## src/rtl/owseq_pkg.sv

```systemverilog
package owseq_pkg;

  typedef enum logic [1:0] {
    OP_RESET = 2'd0,
    OP_WRITE = 2'd1,
    OP_READ  = 2'd2,
    OP_NONE  = 2'd3
  } op_e;

  typedef enum logic [2:0] {
    PH_IDLE,
    PH_RSTL,
    PH_RSTH,
    PH_SLOT,
    PH_GAP
  } phase_e;

  // control -> datapath strobes
  typedef struct packed {
    logic cntClr;
    logic useLow0;
    logic latchRd;
    logic latchPres;
  } strobe_t;

  // datapath -> control comparisons
  typedef struct packed {
    logic tick;
    logic endRstl;
    logic endRsth;
    logic endSlot;
    logic endGap;
    logic relZero;
    logic inLow;
    logic hitRd;
    logic hitPres;
  } flags_t;

endpackage

```

## src/rtl/owseq_deglitch.sv

```systemverilog
module owseq_deglitch #(
  parameter int LONG  = 6,
  parameter int SHORT = 3
) (
  input  logic clk,
  input  logic rstN,
  input  logic tick,
  input  logic bypass,
  input  logic lineIn,
  output logic lineFilt
);

  logic [LONG-1:0] shReg;
  logic            filtQ;
  logic            longSame;
  logic            shortSame;

  // a window is "settled" when every tap agrees with the newest sample
  always_comb begin
    longSame  = 1'b1;
    shortSame = 1'b1;
    for (int i = 1; i < LONG; i++) begin
      if (shReg[i] != shReg[0]) begin
        longSame = 1'b0;
        if (i < SHORT) shortSame = 1'b0;
      end
    end
  end

  always_ff @(posedge clk or negedge rstN) begin
    if (!rstN) begin
      shReg <= '1;
      filtQ <= 1'b1;
    end else if (tick) begin
      shReg <= {shReg[LONG-2:0], lineIn};
      if (bypass ? shortSame : longSame) filtQ <= shReg[0];
    end
  end

  assign lineFilt = filtQ;

endmodule

```

## src/rtl/owseq_datapath.sv

```systemverilog
module owseq_datapath
  import owseq_pkg::*;
#(
  parameter int CW  = 10,
  parameter int DIV = 4
) (
  input  logic          clk,
  input  logic          rstN,
  input  strobe_t       st,
  input  logic          bypassFilter,
  input  logic          lineIn,
  input  logic [CW-1:0] tRstl,
  input  logic [CW-1:0] tRsth,
  input  logic [CW-1:0] tPdh,
  input  logic [CW-1:0] tPdl,
  input  logic [CW-1:0] tPsclk,
  input  logic [CW-1:0] tLow0,
  input  logic [CW-1:0] tLow1,
  input  logic [CW-1:0] tSlot,
  input  logic [CW-1:0] tRdsclk,
  input  logic [CW-1:0] tRelease,
  output flags_t        fl,
  output logic          rdBit,
  output logic          presence
);

  localparam int DW = (DIV > 1) ? $clog2(DIV) : 1;

  logic          tick;
  logic [CW-1:0] cnt;
  logic          lineFilt;
  logic [CW:0]   presIdx;
  logic [CW-1:0] presOff;
  logic [CW-1:0] lowLim;
  logic          rdBitQ;
  logic          presQ;

  // timing-clock divider
  generate
    if (DIV <= 1) begin : g_nodiv
      assign tick = 1'b1;
    end else begin : g_div
      logic [DW-1:0] divCnt;
      always_ff @(posedge clk or negedge rstN) begin
        if (!rstN)                        divCnt <= '0;
        else if (divCnt == DW'(DIV - 1))  divCnt <= '0;
        else                              divCnt <= divCnt + 1'b1;
      end
      assign tick = (divCnt == DW'(DIV - 1));
    end
  endgenerate

  // phase tick counter
  always_ff @(posedge clk or negedge rstN) begin
    if (!rstN)        cnt <= '0;
    else if (st.cntClr) cnt <= '0;
    else if (tick)    cnt <= cnt + 1'b1;
  end

  owseq_deglitch #(.LONG(6), .SHORT(3)) u_deglitch (
    .clk      (clk),
    .rstN     (rstN),
    .tick     (tick),
    .bypass   (bypassFilter),
    .lineIn   (lineIn),
    .lineFilt (lineFilt)
  );

  // presence sample point, offset clamped into the presence window
  assign presOff = (tPsclk < tPdl) ? tPsclk : (tPdl - 1'b1);
  assign presIdx = {1'b0, tPdh} + (CW+1)'(1) + {1'b0, presOff};
  assign lowLim  = st.useLow0 ? tLow0 : tLow1;

  always_comb begin
    fl.tick    = tick;
    fl.endRstl = (cnt == tRstl);
    fl.endRsth = (cnt == tRsth);
    fl.endSlot = (cnt == tSlot);
    fl.endGap  = (cnt == (tRelease - 1'b1));
    fl.relZero = (tRelease == '0);
    fl.inLow   = (cnt <= lowLim);
    fl.hitRd   = (cnt == tRdsclk);
    fl.hitPres = ({1'b0, cnt} == presIdx);
  end

  // returned results
  always_ff @(posedge clk or negedge rstN) begin
    if (!rstN) begin
      rdBitQ <= 1'b0;
      presQ  <= 1'b0;
    end else begin
      if (st.latchRd)   rdBitQ <= lineFilt;
      if (st.latchPres) presQ  <= ~lineFilt;
    end
  end

  assign rdBit    = rdBitQ;
  assign presence = presQ;

endmodule

```

## src/rtl/owseq_ctrl.sv

```systemverilog
module owseq_ctrl
  import owseq_pkg::*;
(
  input  logic       clk,
  input  logic       rstN,
  input  logic       cmdValid,
  input  logic [1:0] cmdOp,
  input  logic       cmdWrBit,
  input  flags_t     fl,
  output strobe_t    st,
  output logic       busy,
  output logic       done,
  output logic       lineDrvLow
);

  phase_e phase;
  op_e    opQ;
  logic   bitQ;
  logic   doneQ;
  logic   accept;
  logic   phaseEnd;
  logic   lastPhase;

  assign accept = (phase == PH_IDLE) && cmdValid && (op_e'(cmdOp) != OP_NONE);

  // a timed phase finishes on the tick where its count matches
  always_comb begin
    phaseEnd = 1'b0;
    unique case (phase)
      PH_RSTL: phaseEnd = fl.tick && fl.endRstl;
      PH_RSTH: phaseEnd = fl.tick && fl.endRsth;
      PH_SLOT: phaseEnd = fl.tick && fl.endSlot;
      PH_GAP:  phaseEnd = fl.tick && fl.endGap;
      default: phaseEnd = 1'b0;
    endcase
  end

  // operation ends straight after its main phase when there is no gap
  assign lastPhase = (phase == PH_GAP) ||
                     (((phase == PH_RSTH) || (phase == PH_SLOT)) && fl.relZero);

  always_ff @(posedge clk or negedge rstN) begin
    if (!rstN) begin
      phase <= PH_IDLE;
      opQ   <= OP_NONE;
      bitQ  <= 1'b0;
      doneQ <= 1'b0;
    end else begin
      doneQ <= 1'b0;
      if (accept) begin
        opQ   <= op_e'(cmdOp);
        bitQ  <= cmdWrBit;
        phase <= (op_e'(cmdOp) == OP_RESET) ? PH_RSTL : PH_SLOT;
      end else if (phaseEnd) begin
        if (phase == PH_RSTL) begin
          phase <= PH_RSTH;
        end else if (lastPhase) begin
          phase <= PH_IDLE;
          doneQ <= 1'b1;
        end else begin
          phase <= PH_GAP;
        end
      end
    end
  end

  always_comb begin
    st.cntClr    = accept || phaseEnd;
    st.useLow0   = (opQ == OP_WRITE) && !bitQ;
    st.latchRd   = (phase == PH_SLOT) && (opQ == OP_READ) && fl.tick && fl.hitRd;
    st.latchPres = (phase == PH_RSTH) && fl.tick && fl.hitPres;
  end

  assign busy       = (phase != PH_IDLE);
  assign done       = doneQ;
  assign lineDrvLow = (phase == PH_RSTL) || ((phase == PH_SLOT) && fl.inLow);

endmodule

```

## src/rtl/owseq_top.sv

```systemverilog
module owseq_top
  import owseq_pkg::*;
#(
  parameter int CW  = 10,
  parameter int DIV = 4
) (
  input  logic          clk,
  input  logic          rstN,
  input  logic          cmdValid,
  input  logic [1:0]    cmdOp,
  input  logic          cmdWrBit,
  input  logic          bypassFilter,
  input  logic [CW-1:0] tRstl,
  input  logic [CW-1:0] tRsth,
  input  logic [CW-1:0] tPdh,
  input  logic [CW-1:0] tPdl,
  input  logic [CW-1:0] tPsclk,
  input  logic [CW-1:0] tLow0,
  input  logic [CW-1:0] tLow1,
  input  logic [CW-1:0] tSlot,
  input  logic [CW-1:0] tRdsclk,
  input  logic [CW-1:0] tRelease,
  input  logic          lineIn,
  output logic          busy,
  output logic          done,
  output logic          rdBit,
  output logic          presence,
  output logic          lineDrvLow
);

  strobe_t st;
  flags_t  fl;

  owseq_ctrl u_ctrl (
    .clk        (clk),
    .rstN       (rstN),
    .cmdValid   (cmdValid),
    .cmdOp      (cmdOp),
    .cmdWrBit   (cmdWrBit),
    .fl         (fl),
    .st         (st),
    .busy       (busy),
    .done       (done),
    .lineDrvLow (lineDrvLow)
  );

  owseq_datapath #(.CW(CW), .DIV(DIV)) u_dp (
    .clk          (clk),
    .rstN         (rstN),
    .st           (st),
    .bypassFilter (bypassFilter),
    .lineIn       (lineIn),
    .tRstl        (tRstl),
    .tRsth        (tRsth),
    .tPdh         (tPdh),
    .tPdl         (tPdl),
    .tPsclk       (tPsclk),
    .tLow0        (tLow0),
    .tLow1        (tLow1),
    .tSlot        (tSlot),
    .tRdsclk      (tRdsclk),
    .tRelease     (tRelease),
    .fl           (fl),
    .rdBit        (rdBit),
    .presence     (presence)
  );

endmodule

```

## config.mk

```make
export PLATFORM = sky130hd
export DESIGN_NAME = owseq_top
export DESIGN_NICKNAME = d
export VERILOG_FILES = /design/src/rtl/owseq_pkg.sv /design/src/rtl/owseq_deglitch.sv /design/src/rtl/owseq_datapath.sv /design/src/rtl/owseq_ctrl.sv /design/src/rtl/owseq_top.sv
export SDC_FILE = /design/constraint.sdc
export NUM_CORES = 1
export LEC_CHECK = 0
export ABC_CLOCK_PERIOD_IN_PS = 5000
export BUFFER_PORTS_ARGS = -buffer_cell sky130_fd_sc_hd__buf_2
export CORE_MARGIN = 4
export CORE_UTILIZATION = 55
export CTS_BUF_LIST = sky130_fd_sc_hd__clkbuf_4 sky130_fd_sc_hd__clkbuf_8 sky130_fd_sc_hd__clkbuf_16
export DETAILED_ROUTE_END_ITERATION = 8
export PLACE_DENSITY = 0.86
export SYNTH_ARGS = -nofsm -noshare
export SYNTH_HDL_FRONTEND = slang
export SYNTH_SLANG_ARGS = --single-unit
```

## constraint.sdc

```tcl
create_clock -name clk -period 5 [get_ports clk]
set_clock_uncertainty 0.15 [all_clocks]
set_input_delay 0 -clock clk [delete_from_list [all_inputs] [get_ports clk]]
set_output_delay 0 -clock clk [all_outputs]
set_load 0.005 [all_outputs]
```

-- Yosys cells after proc, flatten, opt, wreduce, memory -nomap -nowiden
Index checks and enable logic that the tools add are counted.
- register bits: 28
- output and inout bits: 5
- add/sub/neg operators: 6
- magnitude comparators: 2
- equality and inequality tests: 19
- mux-type cells: 21
- bitwise gates (word level): 1
- reduce and logical (&&, ||, !) cells: 26
- operators with widths (kind ; number):
    $eq 10x10->1 ; 5
    $mux 10 ; 4
    $sub 10x1->10 const B ; 2
    $logic_and 1x1->1 ; 14
    $mux 3 ; 4
    $add 10x1->11 const B ; 1
    $add 11x10->11 ; 1
    $eq 10x11->1 ; 1
    $add 10x1->10 const B ; 1
    $le 10x10->1 ; 1
    $logic_not 10->1 ; 1
    $lt 10x10->1 ; 1
    $mux 1 ; 10
    $eq 3x2->1 const B ; 2
    $ne 1x1->1 ; 5
    $eq 2x2->1 const B ; 2
    $logic_or 1x1->1 ; 4
    $mux 2 ; 2
    $pmux 1 s4 ; 1
    $reduce_bool 2->1 ; 2
    $eq 3x1->1 const B ; 1
    $eq 3x3->1 const B ; 1
    $logic_not 3->1 ; 1
    $reduce_bool 3->1 ; 1
    other kinds (7) ; 7

-- Depth between registers and ports, before layout
Gate-level depths: netlist (run 1).
- depth after elaboration: 8
- gate-level depth with buffers: 18

-- Hierarchy
A second synthesis (run 1) with hierarchy kept.
- cell total of the unflattened synthesis: 410
- area, all modules: 3509.6 um^2
- modules (own cells, without submodules) (module ; times used ; cells each ; area each (um^2)):
    owseq_datapath ; 1 ; 339 ; 2698.8
    owseq_ctrl ; 1 ; 51 ; 493.0
    owseq_deglitch ; 1 ; 20 ; 317.8

-- Least setup slack after synthesis (run 1)
OpenSTA, ideal clock, no wires.
- kind: input-to-reg
- start: in tPdl[1]
- end: reg u_dp.presQ (netlist: u_dp.presence)
- data arrival time: 3.630 ns
- required time: 4.771 ns
- setup slack: 1.140 ns
- stages: 17
- path buffers: 1
- path through: inv_1 > ha_1 > a21o_1 > a21o_1 > a211oi_1 > o21ai_0 > a221oi_1 > clkbuf_1 > mux2_2 > ha_1 > a21o_1 > a31oi_1 > a21oi_1 > or3_1 > a21oi_1 > o2111a_1 > mux2i_1
- cells in the longest elaborated chain, start to end: 5
- elaborated cells on any way between the ends: 6
- classes of those cells: add/sub: 2; order compare: 1; eq/ne: 1; mux: 1; reduce/logical: 1
- ends and longest elaborated chain (what ; line ; source):
    start, declared ; owseq_top.sv:16 ; input logic [CW-1:0] tPdl,
    $sub 10x1->10 or $lt 10x10->1 (tied branches) ; owseq_datapath.sv:70 ; assign presOff = (tPsclk < tPdl) ? tPsclk : (tPdl - 1'b1);
    $mux 10 * ; owseq_datapath.sv:70 ;
    $add 11x10->11 * ; owseq_datapath.sv:71 ; assign presIdx = {1'b0, tPdh} + (CW+1)'(1) + {1'b0, presOff};
    $eq 10x11->1 * ; owseq_datapath.sv:83 ; fl.hitPres = ({1'b0, cnt} == presIdx);
    $logic_and 1x1->1 * ; owseq_ctrl.sv:71 ; st.latchPres = (phase == PH_RSTH) && fl.tick && fl.hitPres;
    end signal, assigned ; owseq_datapath.sv:93 ; if (st.latchPres) presQ <= ~lineFilt;
    end, declared ; owseq_datapath.sv:36 ; logic presQ;
Mark *: on every way between the ends. The rest lies on a longest branch, timed or not.
A chain may end at the register's enable or synchronous reset.

-- Worst setup path after layout (run 1)
Same ends and word-level chain as after synthesis.

==> flow_summary.ini, run 1 <==
[clock_tree]
cts_resized = 0
clock_latency_ps = 270
cts.clk_slew.worst_paths_ps = 100
tritoncts = built
cts_buffer_depth = 2
hold_buffers = 11
cts_root_buffer = clkbuf_8
cts_buffers = 3
clkSinkCount = 28
post-cts-setup-buffers = 0
cts_max_level = 1

[floorplan]
start_util_pct = 57.93
io_pins = 113
die_area_um2 = 7686
rows = 28
die_y_um = 87.67
dieWidth_um = 87.67
fp.coreArea_um2 = 6026

[final_layout]
area_growth_pct = 21.68
diodes = 0
utilization_pct = 70.49
fin_nets = 663
drive_gt1_share_pct = 30.64

[critical_path]
worst-r2r-cell-count = 7
cp.required_ps = 5050
critPathArrivalTime_ps = 3780
r2r-end = u_ctrl.phase[0]
critPathCaptureType = register
critPathLaunchType = primary input
cp_max_fo = 11
worstReg2RegStart = u_ctrl.phase[0]
criticalPathCategory = primary input to register
critPathLaunch = tPdl[1]
reg2reg_slack_ps = 1660

[grt]
overflow = 0
grt_pass1_vias = 3634
grt_use_total_pct = 25.99
grt_max_degree = 29
antenna_found_initial = 0
grt_pass1_wl_um = 16240

[pwr]
power-per-cell-area_nw_per_um2 = 217.6
p_total_uw = 924.3
power_frac_clock_pct = 19.3
seq_power_share_pct = 34.8
switching_share_pct = 37.86
pwr-share-comb_pct = 45.8
p_leak_uw = 0.002018
p_sw_uw = 350.0
ir_drop_mv = 0.1746
p_int_uw = 574.3

[sta]
worst_pin_slew_ps = 1058
layout_min_cycle_time_ps = 3732
setup_slack_ps = 1268
slew_headroom_pct = 29.15
setup_violations = 0
slew_violations = 0
rsz0062_at_grt = false
tns_ps = 0
hold_viol = 0
clock.fmax_mhz = 267.9
min_period_over_period_pct = 74.64

[status]
status = complete, no violations

[hold_path]
min_path_type = primary input to register
hp-start = cmdValid
hold_end = u_ctrl.opQ[1]
min_delay_path_depth = 4

[placement]
dpl_worst_slack_ps = 981.7
hpwlAfterDp_um = 7819
place_congestion = 0.8945
port_buffers = 112

[job]
maxCapViolCount = 0

[drt]
routed_via_density = 5.975
wl_um = 9845
antenna_left = 0
drc = 0
num_vias = 3549
dr.pass1.iters = 4
routedWlPerCell_um = 16.57
drt_iter0_drc = 121

[synth]
ys.flop_type = dfrtp_1
yosysSeqAreaShare_pct = 20.39
ys_types = 54
synth_seq_cells = 28
syn_inst = 411
synth.yosys.warnings = 0
syn_avg_cell_area_um2 = 8.494
synth_area_um2 = 3491
synth_edf_count = 0
ys_async_sr_fraction_pct = 100.0
syn_nets = 554
## cell families after synthesis
kind of cell	Yosys count	share of synthesized area, %
fa+ha+maj	35	12.76
mux	44	13.41
xor+xnor	51	12.80
flops	28	20.39
compound gates	83	16.06
buf+inv	45	5.412
simple gates	125	19.18
## power by group through the flow
stage | Clock (µW) | Combinational (µW) | Sequential, µW
after floorplan | 0 | 339 | 267
after global placement | 0 | 390 | 321
after detailed placement | 0 | 412 | 325
after CTS | 179 | 420 | 320
after global routing | 188 | 470 | 327
final | 179 | 424 | 322
## metal layers
metal | vias to the layer above | share of wire, % | global-route usage [%] | wire [µm]
met5 | - | 0 | 0 | 0
met4 | 0 | 3.4 | 11.02 | 331
met3 | 32 | 8.0 | 2.634 | 786
met2 | 175 | 49 | 45.62 | 4861
met1 | 1627 | 39 | 32.27 | 3865
li1 | 1715 | - | - | -
## state kept, by name, summed over array words and instances (netlist names)
name	count
u_dp.g_div.divCnt	2
u_dp.u_deglitch.shReg	6
u_dp.presence	1
u_dp.u_deglitch.lineFilt	1
u_dp.rdBit	1
u_ctrl.opQ	2
u_ctrl.bitQ	1
u_ctrl.done	1
u_dp.cnt	10
u_ctrl.phase	3
## synth_stat cells (4+ instances only)
master	number	area share, %
a21o_1	9	1.9
dfstp_2	9	6.8
mux2_2	22	7.1
nand2b_1	6	1.1
nor4_1	8	1.4
xor2_1	23	5.8
nand3_1	6	0.86
xnor2_1	28	7.0
nand4_1	12	2.2
o211ai_1	4	0.86
nor2_1	28	3.0
buf_2	4	0.57
or4_1	4	0.86
clkbuf_1	13	1.4
inv_1	24	2.6
a21oi_1	15	2.2
nand2_1	26	2.8
a31oi_1	6	1.1
dfrtp_1	19	14
mux2i_1	22	6.3
o21ai_0	16	2.3
a221oi_1	4	1.0
nor2b_1	5	0.90
and3_1	7	1.3
nor3_1	9	1.3
ha_1	34	12
## layout by cell type (no fill, tap or decap), types with 4 or more instances in the layout
cell / count
a21oi_1: 15
dlygate4sd3_1: 11
buf_2: 112
nand4_1: 12
o21ai_0: 16
xor2_1: 23
nor2_1: 28
a21o_1: 9
dfrtp_1: 19
dfstp_2: 9
mux2_2: 22
nand2b_1: 6
o211ai_1: 4
xnor2_1: 28
a221oi_1: 4
inv_1: 24
ha_1: 34
and3_1: 7
mux2i_1: 22
nor2b_1: 5
or4_1: 4
nor4_1: 8
a31oi_1: 6
nand2_1: 26
nand3_1: 6
nor3_1: 9
## final cells by class
cell class / count / area [µm²]
Clock inverter: 1 / 30.03
Fill cell: 501 / 1778
Multi-Input combinational cell: 338 / 2595
Clock buffer: 3 / 41.29
Tap cell: 75 / 93.84
Inverter: 24 / 90.09
Sequential cell: 28 / 711.9
Timing Repair Buffer: 125 / 685.7
## critical path, stage by stage
cell and delay, ps:
buf_2 80, inv_1 60, ha_1 290, a21o_1 160, a21o_1 170, a211oi_1 200, o21ai_0 110, a221oi_1 270
buf_4 250, mux2_2 350, ha_1 350, a21o_1 200, a31oi_1 190, a21oi_1 140, or3_1 390, a21oi_1 180
o2111a_1 210, mux2i_1 190
## worst max path at each step
stage / slack [ps] / endpoint
5_1_grt: 960 / u_dp.presence
2_1_floorplan: 1140 / u_dp.presence
4_1_cts: 1280 / u_dp.presence
3_3_place_gp: 1190 / u_dp.presence
6_report: 1270 / u_dp.presence
3_5_place_dp: 980 / u_dp.presence
## through the flow
stage | instances | area (µm²) | hold WS [ps]
after floorplan | 411 | 3491 | -445.6
after global placement | 579 | 4066 | -112.6
final | 594 | 4248 | 6.483
after CTS | 594 | 4248 | 0.05693
after global routing | 594 | 4248 | 28.69
after detailed placement | 579 | 4066 | -94.28
No activity file was read; power rests on OpenSTA's default activity.
==> run 2: changes to the inputs <==
ABC_CLOCK_PERIOD_IN_PS = 3160   (was 5000)
CORE_UTILIZATION = 47   (was 55)
PLACE_DENSITY = 0.78   (was 0.86)
clock period = 3.16 ns   (was 5 ns; I/O delays follow)
==> run 2 against run 1 <==
The run now ends with negative setup slack left. Flip-flop and latch count did not move. Largest cell class unchanged. Worst hold slack got worse by 0.68 ps. Utilization down 4.2 points. Design area increased by 13%. Global-route usage shrank 2.9 points. Via count grew 3.5%. Critical endpoint unchanged. Non-clock buffer count grew 44. Register-to-register slack worse by 1300 ps. Highest routed layer unchanged.
==> flow_summary.ini, run 2 (synthesis gave the netlist of run 1 again) <==
[status]
violations = negative setup slack
status = finished with violations

[floorplan]
start_util_pct = 48.13
die_area_um2 = 8870
io_pins = 113
die_y_um = 94.18
dieWidth_um = 94.18
fp.coreArea_um2 = 7253
rows = 31

[final_layout]
nFillCells = 615
instances_no_fill = 662
fin_nets = 707
largest_reg_flops = 10
drive_gt1_share_pct = 39.79
diodes = 0
multi_input_comb_area_um2 = 2764
reg.largest.list = u_dp.cnt (10), u_dp.u_deglitch.shReg (6), u_ctrl.phase (3)
layout_commonest_cell = buf_2
final_cell_area_um2 = 4806
area_growth_pct = 37.67
final_cell_mix = buf_2, buf_4, nor2_1, xnor2_1, ha_1
largest_register = u_dp.cnt
area.sequential_um2 = 711.9

[critical_path]
critPathCaptureType = register
cp_top_family = compound AO/OA/AOI/OAI gates
critPathLaunchType = primary input
cp_max_fo = 5
path_buf_inv = 4
slowest_stage = mux2_4
critPathMaxStageDelay_ps = 310
critPathArrivalTime_ps = 3460
cp.required_ps = 3220
criticalPathCategory = primary input to register
crit_chain = buf_8 -> inv_12 -> ha_4 -> a21o_1 -> a21o_1 -> a211oi_2 -> o21ai_2 -> a221oi_2 -> buf_4 -> mux2_4 -> ha_4 -> a21o_1 -> buf_4 -> nor4_1 -> a21oi_2 -> mux2i_2 -> a21oi_4 -> o2111a_1 -> mux2i_1
cpMostUsedCell = a21o_1

[pwr]
power-per-cell-area_nw_per_um2 = 325.7
p_leak_uw = 0.002264
seq_power_share_pct = 30.0
ir_drop_mv = 0.2109
p_int_uw = 970.7
pwr-share-comb_pct = 54.1
power_frac_clock_pct = 16.0
p_sw_uw = 594.4
switching_share_pct = 37.98

[placement]
port_buffers = 112
place_congestion = 0.9433
hpwlAfterDp_um = 8330
dp.cells = 644
dpl_cell_area_um2 = 4486

[drt]
drt_iter0_drc = 154
drc = 0
num_vias = 3672
wl_um = 10400
dr.pass1.iters = 4
routed_via_density = 5.547
routedWlPerCell_um = 15.71
antenna_left = 0

[clock_tree]
cts_buffer_depth = 2
cts.clk_slew.worst_paths_ps = 100
tritoncts = built
cts_max_level = 1
cts_buffers = 3
cts_root_buffer = clkbuf_8
clock_latency_ps = 270
clkSinkCount = 28

[grt]
antenna_found_initial = 0
grt_max_degree = 29
grt_pass1_vias = 3728
grt_pass1_wl_um = 16740
grt_use_total_pct = 23.09
overflow = 0

[sta]
slew_headroom_pct = 58.85
worst_pin_slew_ps = 617.3
hold_viol = 0
layout_min_cycle_time_ps = 3398
rsz0062_at_grt = true
clock.fmax_mhz = 294.2
fin_hold_ws_ps = 5.800
min_period_over_period_pct = 107.5
setup_violations = 1
setup_slack_ps = -238.5
slew_violations = 0

[hold_path]
min_path_type = primary input to register

[job]
maxCapViolCount = 0
## run 2: cell types whose count changed in the layout (fill, tap and decap cells not counted), moves of 2 or more
cell	before	now
buf_4	2	44
ha_1	34	27
ha_4	0	6
a21oi_1	15	11
a21oi_2	0	3
a211oi_1	3	1
a211oi_2	0	2
buf_2	112	110
dlygate4sd3_1	11	13
mux2_2	22	20
mux2_4	0	2
o21ai_0	16	14
## run 2: final cells by class
class | instances | area share [%]
sequential | 28 | 14.81
tap | 99 | 2.577
clock buffer | 4 | 1.380
multi-input combinational | 338 | 57.51
inverter | 24 | 2.135
timing repair buffer | 169 | 21.58
## run 2: worst min-delay path, cell delays in order
cell     delay (ps)
buf_2           110
and3_1          180
nand2_1          70
nand2_1          40
## run 2: power groups by stage
stage	registers, µW	clock network [µW]	logic [µW]
finish	469	250	846
CTS	466	252	815
global route	473	259	935
global placement	471	0	739
floorplan	423	0	554
detailed placement	473	0	771
## run 2: worst paths after layout
| check | start | to | slack, ps | cells after the start |
|---|---|---|---|---|
| max reg2reg | u_ctrl.phase[1] | u_ctrl.phase[0] | 330 | 7 |
| min | cmdValid | u_ctrl.bitQ | 6 | 4 |
| min in group asynchronous | rstN | u_dp.cnt[9] | 130 | 2 |
| max | tPdl[1] | u_dp.presence | -240 | 19 |
| min reg2reg | u_dp.g_div.divCnt[0] | u_dp.g_div.divCnt[0] | 290 | 1 |
| max in group asynchronous | rstN | u_ctrl.bitQ | 2330 | 2 |
## run 2: layer usage
| layer | track usage, % | routed length [µm] | up-vias |
|---|---|---|---|
| met5 | 0 | 0 | - |
| met4 | 6.258 | 167 | 0 |
| met1 | 28.84 | 4339 | 1712 |
| li1 | - | - | 1805 |
| met2 | 41.96 | 5180 | 138 |
| met3 | 2.244 | 715 | 17 |
## run 2: timing repair
action,CTS,global route
setup buffers,1,0
endpoints found under the hold margin,34,0
pin swaps,4,5
gates resized for setup,15,9
endpoints found under the setup margin,1,2
hold buffers,13,0
## run 2: through the flow
stage               utilization [%]  total power, µW  TNS (ps)  worst slack, ps
floorplan                         -            977.7    -184.5           -184.5
global placement              61.84             1210    -386.2           -386.2
detailed placement            61.84             1244    -613.6           -613.6
CTS                           65.60             1533    -152.6           -152.6
global route                  66.26             1666    -400.8           -400.8
finish                        66.26             1565    -238.5           -238.5
==> run 3: changes to the inputs <==
CELL_PAD_IN_SITES_DETAIL_PLACEMENT = 0   (was not set)
CELL_PAD_IN_SITES_GLOBAL_PLACEMENT = 1   (was not set)
CORE_UTILIZATION = 34   (was 47)
GPL_ROUTABILITY_DRIVEN = 0   (was not set)
PLACE_DENSITY = 0.77   (was 0.78)
==> run 3 against run 2 <==
The run still ends with negative setup slack left. Wire length grew 0.55%. Die area grew 35%. Worst hold slack gained 11 ps. Worst setup slack gained 130 ps. Register-to-register slack lost 20 ps. Utilization shrank 17 points. Design area grew 1.2%. Non-clock buffer count grew 4. Combinational power is essentially flat. Largest cell class unchanged.
==> flow_summary.ini, run 3 (synthesis gave the netlist of run 1 again) <==
[clock_tree]
cts_buffers = 3
cts.clk_slew.worst_paths_ps = 100
clock_latency_ps = 270
clkSinkCount = 28
tritoncts = built
cts_buffer_depth = 2
cts_root_buffer = clkbuf_8
cts_max_level = 1

[hold_path]
min_path_type = primary input to register
hp-start = cmdValid

[drt]
antenna_left = 0
num_vias = 3541
dr.pass1.iters = 4
wl_met1_um = 4638
wl_um = 10460
routedWlPerCell_um = 14.94
routed_via_density = 5.059
met3_wirelength_um = 470
top_layer_used = met4
wl_met2_um = 5257
drc = 0
drt_iter0_drc = 206

[critical_path]
slowest_stage = a221oi_2
critPathArrivalTime_ps = 3320
worstReg2RegStart = u_ctrl.phase[1]
cp_max_fo = 6
critPathCaptureType = register
crit_path_end = u_dp.presence
cpMostUsedCell = buf_4
cp_num_cells = 21
worst-r2r-cell-count = 8
reg2reg_slack_ps = 310
critPathMaxStageDelay_ps = 290
r2r-end = u_dp.cnt[4]
critPathLaunch = tPdl[1]
critPathLaunchType = primary input
cp_top_family = compound AO/OA/AOI/OAI gates
criticalPathCategory = primary input to register
cp.required_ps = 3210
crit_chain = buf_8 -> inv_12 -> ha_4 -> a21o_1 -> a21o_1 -> a211oi_2 -> o21ai_1 -> a221oi_2 -> buf_6 -> mux2i_2 -> ha_2 -> buf_4 -> buf_4 -> nor2b_4 -> o2111ai_2 -> a21oi_2 -> buf_4 -> o211ai_1 -> and3_1 -> o2111a_1 -> mux2i_1
path_buf_inv = 6

[grt]
grt_use_total_pct = 17.24
antenna_found_initial = 0
grt_pass1_vias = 3602
overflow = 0
grt_pass1_wl_um = 16720
grt_max_degree = 29

[final_layout]
area_growth_pct = 39.28
nFillCells = 969
drive_gt1_share_pct = 39.86
largest_reg_flops = 10
reg.largest.list = u_dp.cnt (10), u_dp.u_deglitch.shReg (6), u_ctrl.phase (3)
largest_register = u_dp.cnt
final_cell_mix = buf_2, buf_4, nor2_1, xnor2_1
fin_nets = 711
layout_commonest_cell = buf_2
utilization_pct = 49.29
diodes = 0

[status]
status = finished with violations
violations = negative setup slack

[sta]
worst_pin_slew_ps = 611.7
clock.fmax_mhz = 306.0
slew_headroom_pct = 59.22
setup_slack_ps = -107.6
layout_min_cycle_time_ps = 3268
fin_hold_ws_ps = 16.42
setup_violations = 1
hold_viol = 0
slew_violations = 0
min_period_over_period_pct = 103.4
rsz0062_at_grt = true

[floorplan]
dieWidth_um = 109.3
die_y_um = 109.3
die_area_um2 = 11950
fp.coreArea_um2 = 9864
io_pins = 113
start_util_pct = 35.39
rows = 36

[pwr]
power-per-cell-area_nw_per_um2 = 316.3
p_total_uw = 1538
p_leak_uw = 0.002284
ir_drop_mv = 0.1928

[job]
maxCapViolCount = 0

[placement]
dpl_worst_slack_ps = -532.9
port_buffers = 112
hpwlAfterDp_um = 8368
## run 3: cell count changes in the layout (fill, tap and decap cells not counted), sizes merged
cell         delta
buf             +5
dlygate4sd3     -1
## run 3: metrics by stage
step	TNS, ps	area (µm²)	instances
finish	-107.6	4862	700
global route	-356.6	4862	700
CTS	-173.4	4813	699
detailed placement	-532.9	4528	678
global placement	-456.9	4528	678
floorplan	-184.5	3582	411
## run 3: layout make-up
cell class                 instances  area, µm²  share of cell area (%)
sequential                        28      711.9                   14.64
timing repair buffer             173       1065                   21.90
multi-input combinational        338       2761                   56.79
clock buffer                       4      55.05                   1.132
tap                              133      166.4                   3.423
inverter                          24      102.6                   2.110
## run 3: layer usage
layer / GRT usage, % / vias up
li1: - / 1812
met1: 22.46 / 1638
met2: 30.21 / 83
met3: 1.996 / 8
met4: 4.452 / 0
met5: 0 / -
## run 3: what timing repair did
item | 4_1_cts | 5_1_grt
setup endpoints to repair | 1 | 1
hold buffers | 12 | 0
pin swaps | 17 | 11
buffers inserted | 4 | 1
gates resized for setup | 18 | 5
endpoints found under the hold margin | 34 | 0
gates cloned | 1 | 0
## run 3: worst min path at each step
stage,depth (start not counted),slack [ps],end
floorplan,0,-450,u_ctrl.bitQ
global placement,1,-100,u_dp.cnt[5]
detailed placement,1,-100,u_dp.cnt[5]
CTS,4,2,u_ctrl.opQ[0]
global route,3,70,u_ctrl.phase[0]
finish,4,20,u_ctrl.phase[1]
## run 3: worst reg2reg max path: cells and delay by family (launching register included)
| family | cells | cell delay [ps] |
|---|---|---|
| and+or+nand+nor | 5 | 1540 |
| AOI/OAI and AO/OA | 2 | 440 |
| DFF | 1 | 390 |
| buffers and inverters | 1 | 230 |
## run 3: power by group
| group | total [µW] | internal (µW) | leakage [µW] | switching [µW] |
|---|---|---|---|---|
| sequential | 472 | 395 | 0.000331 | 77.4 |
| combinational | 847 | 443 | 0.00192 | 404 |
| clock | 219 | 111 | 0.0000288 | 108 |
| total | 1540 | 949 | 0.00228 | 589 |
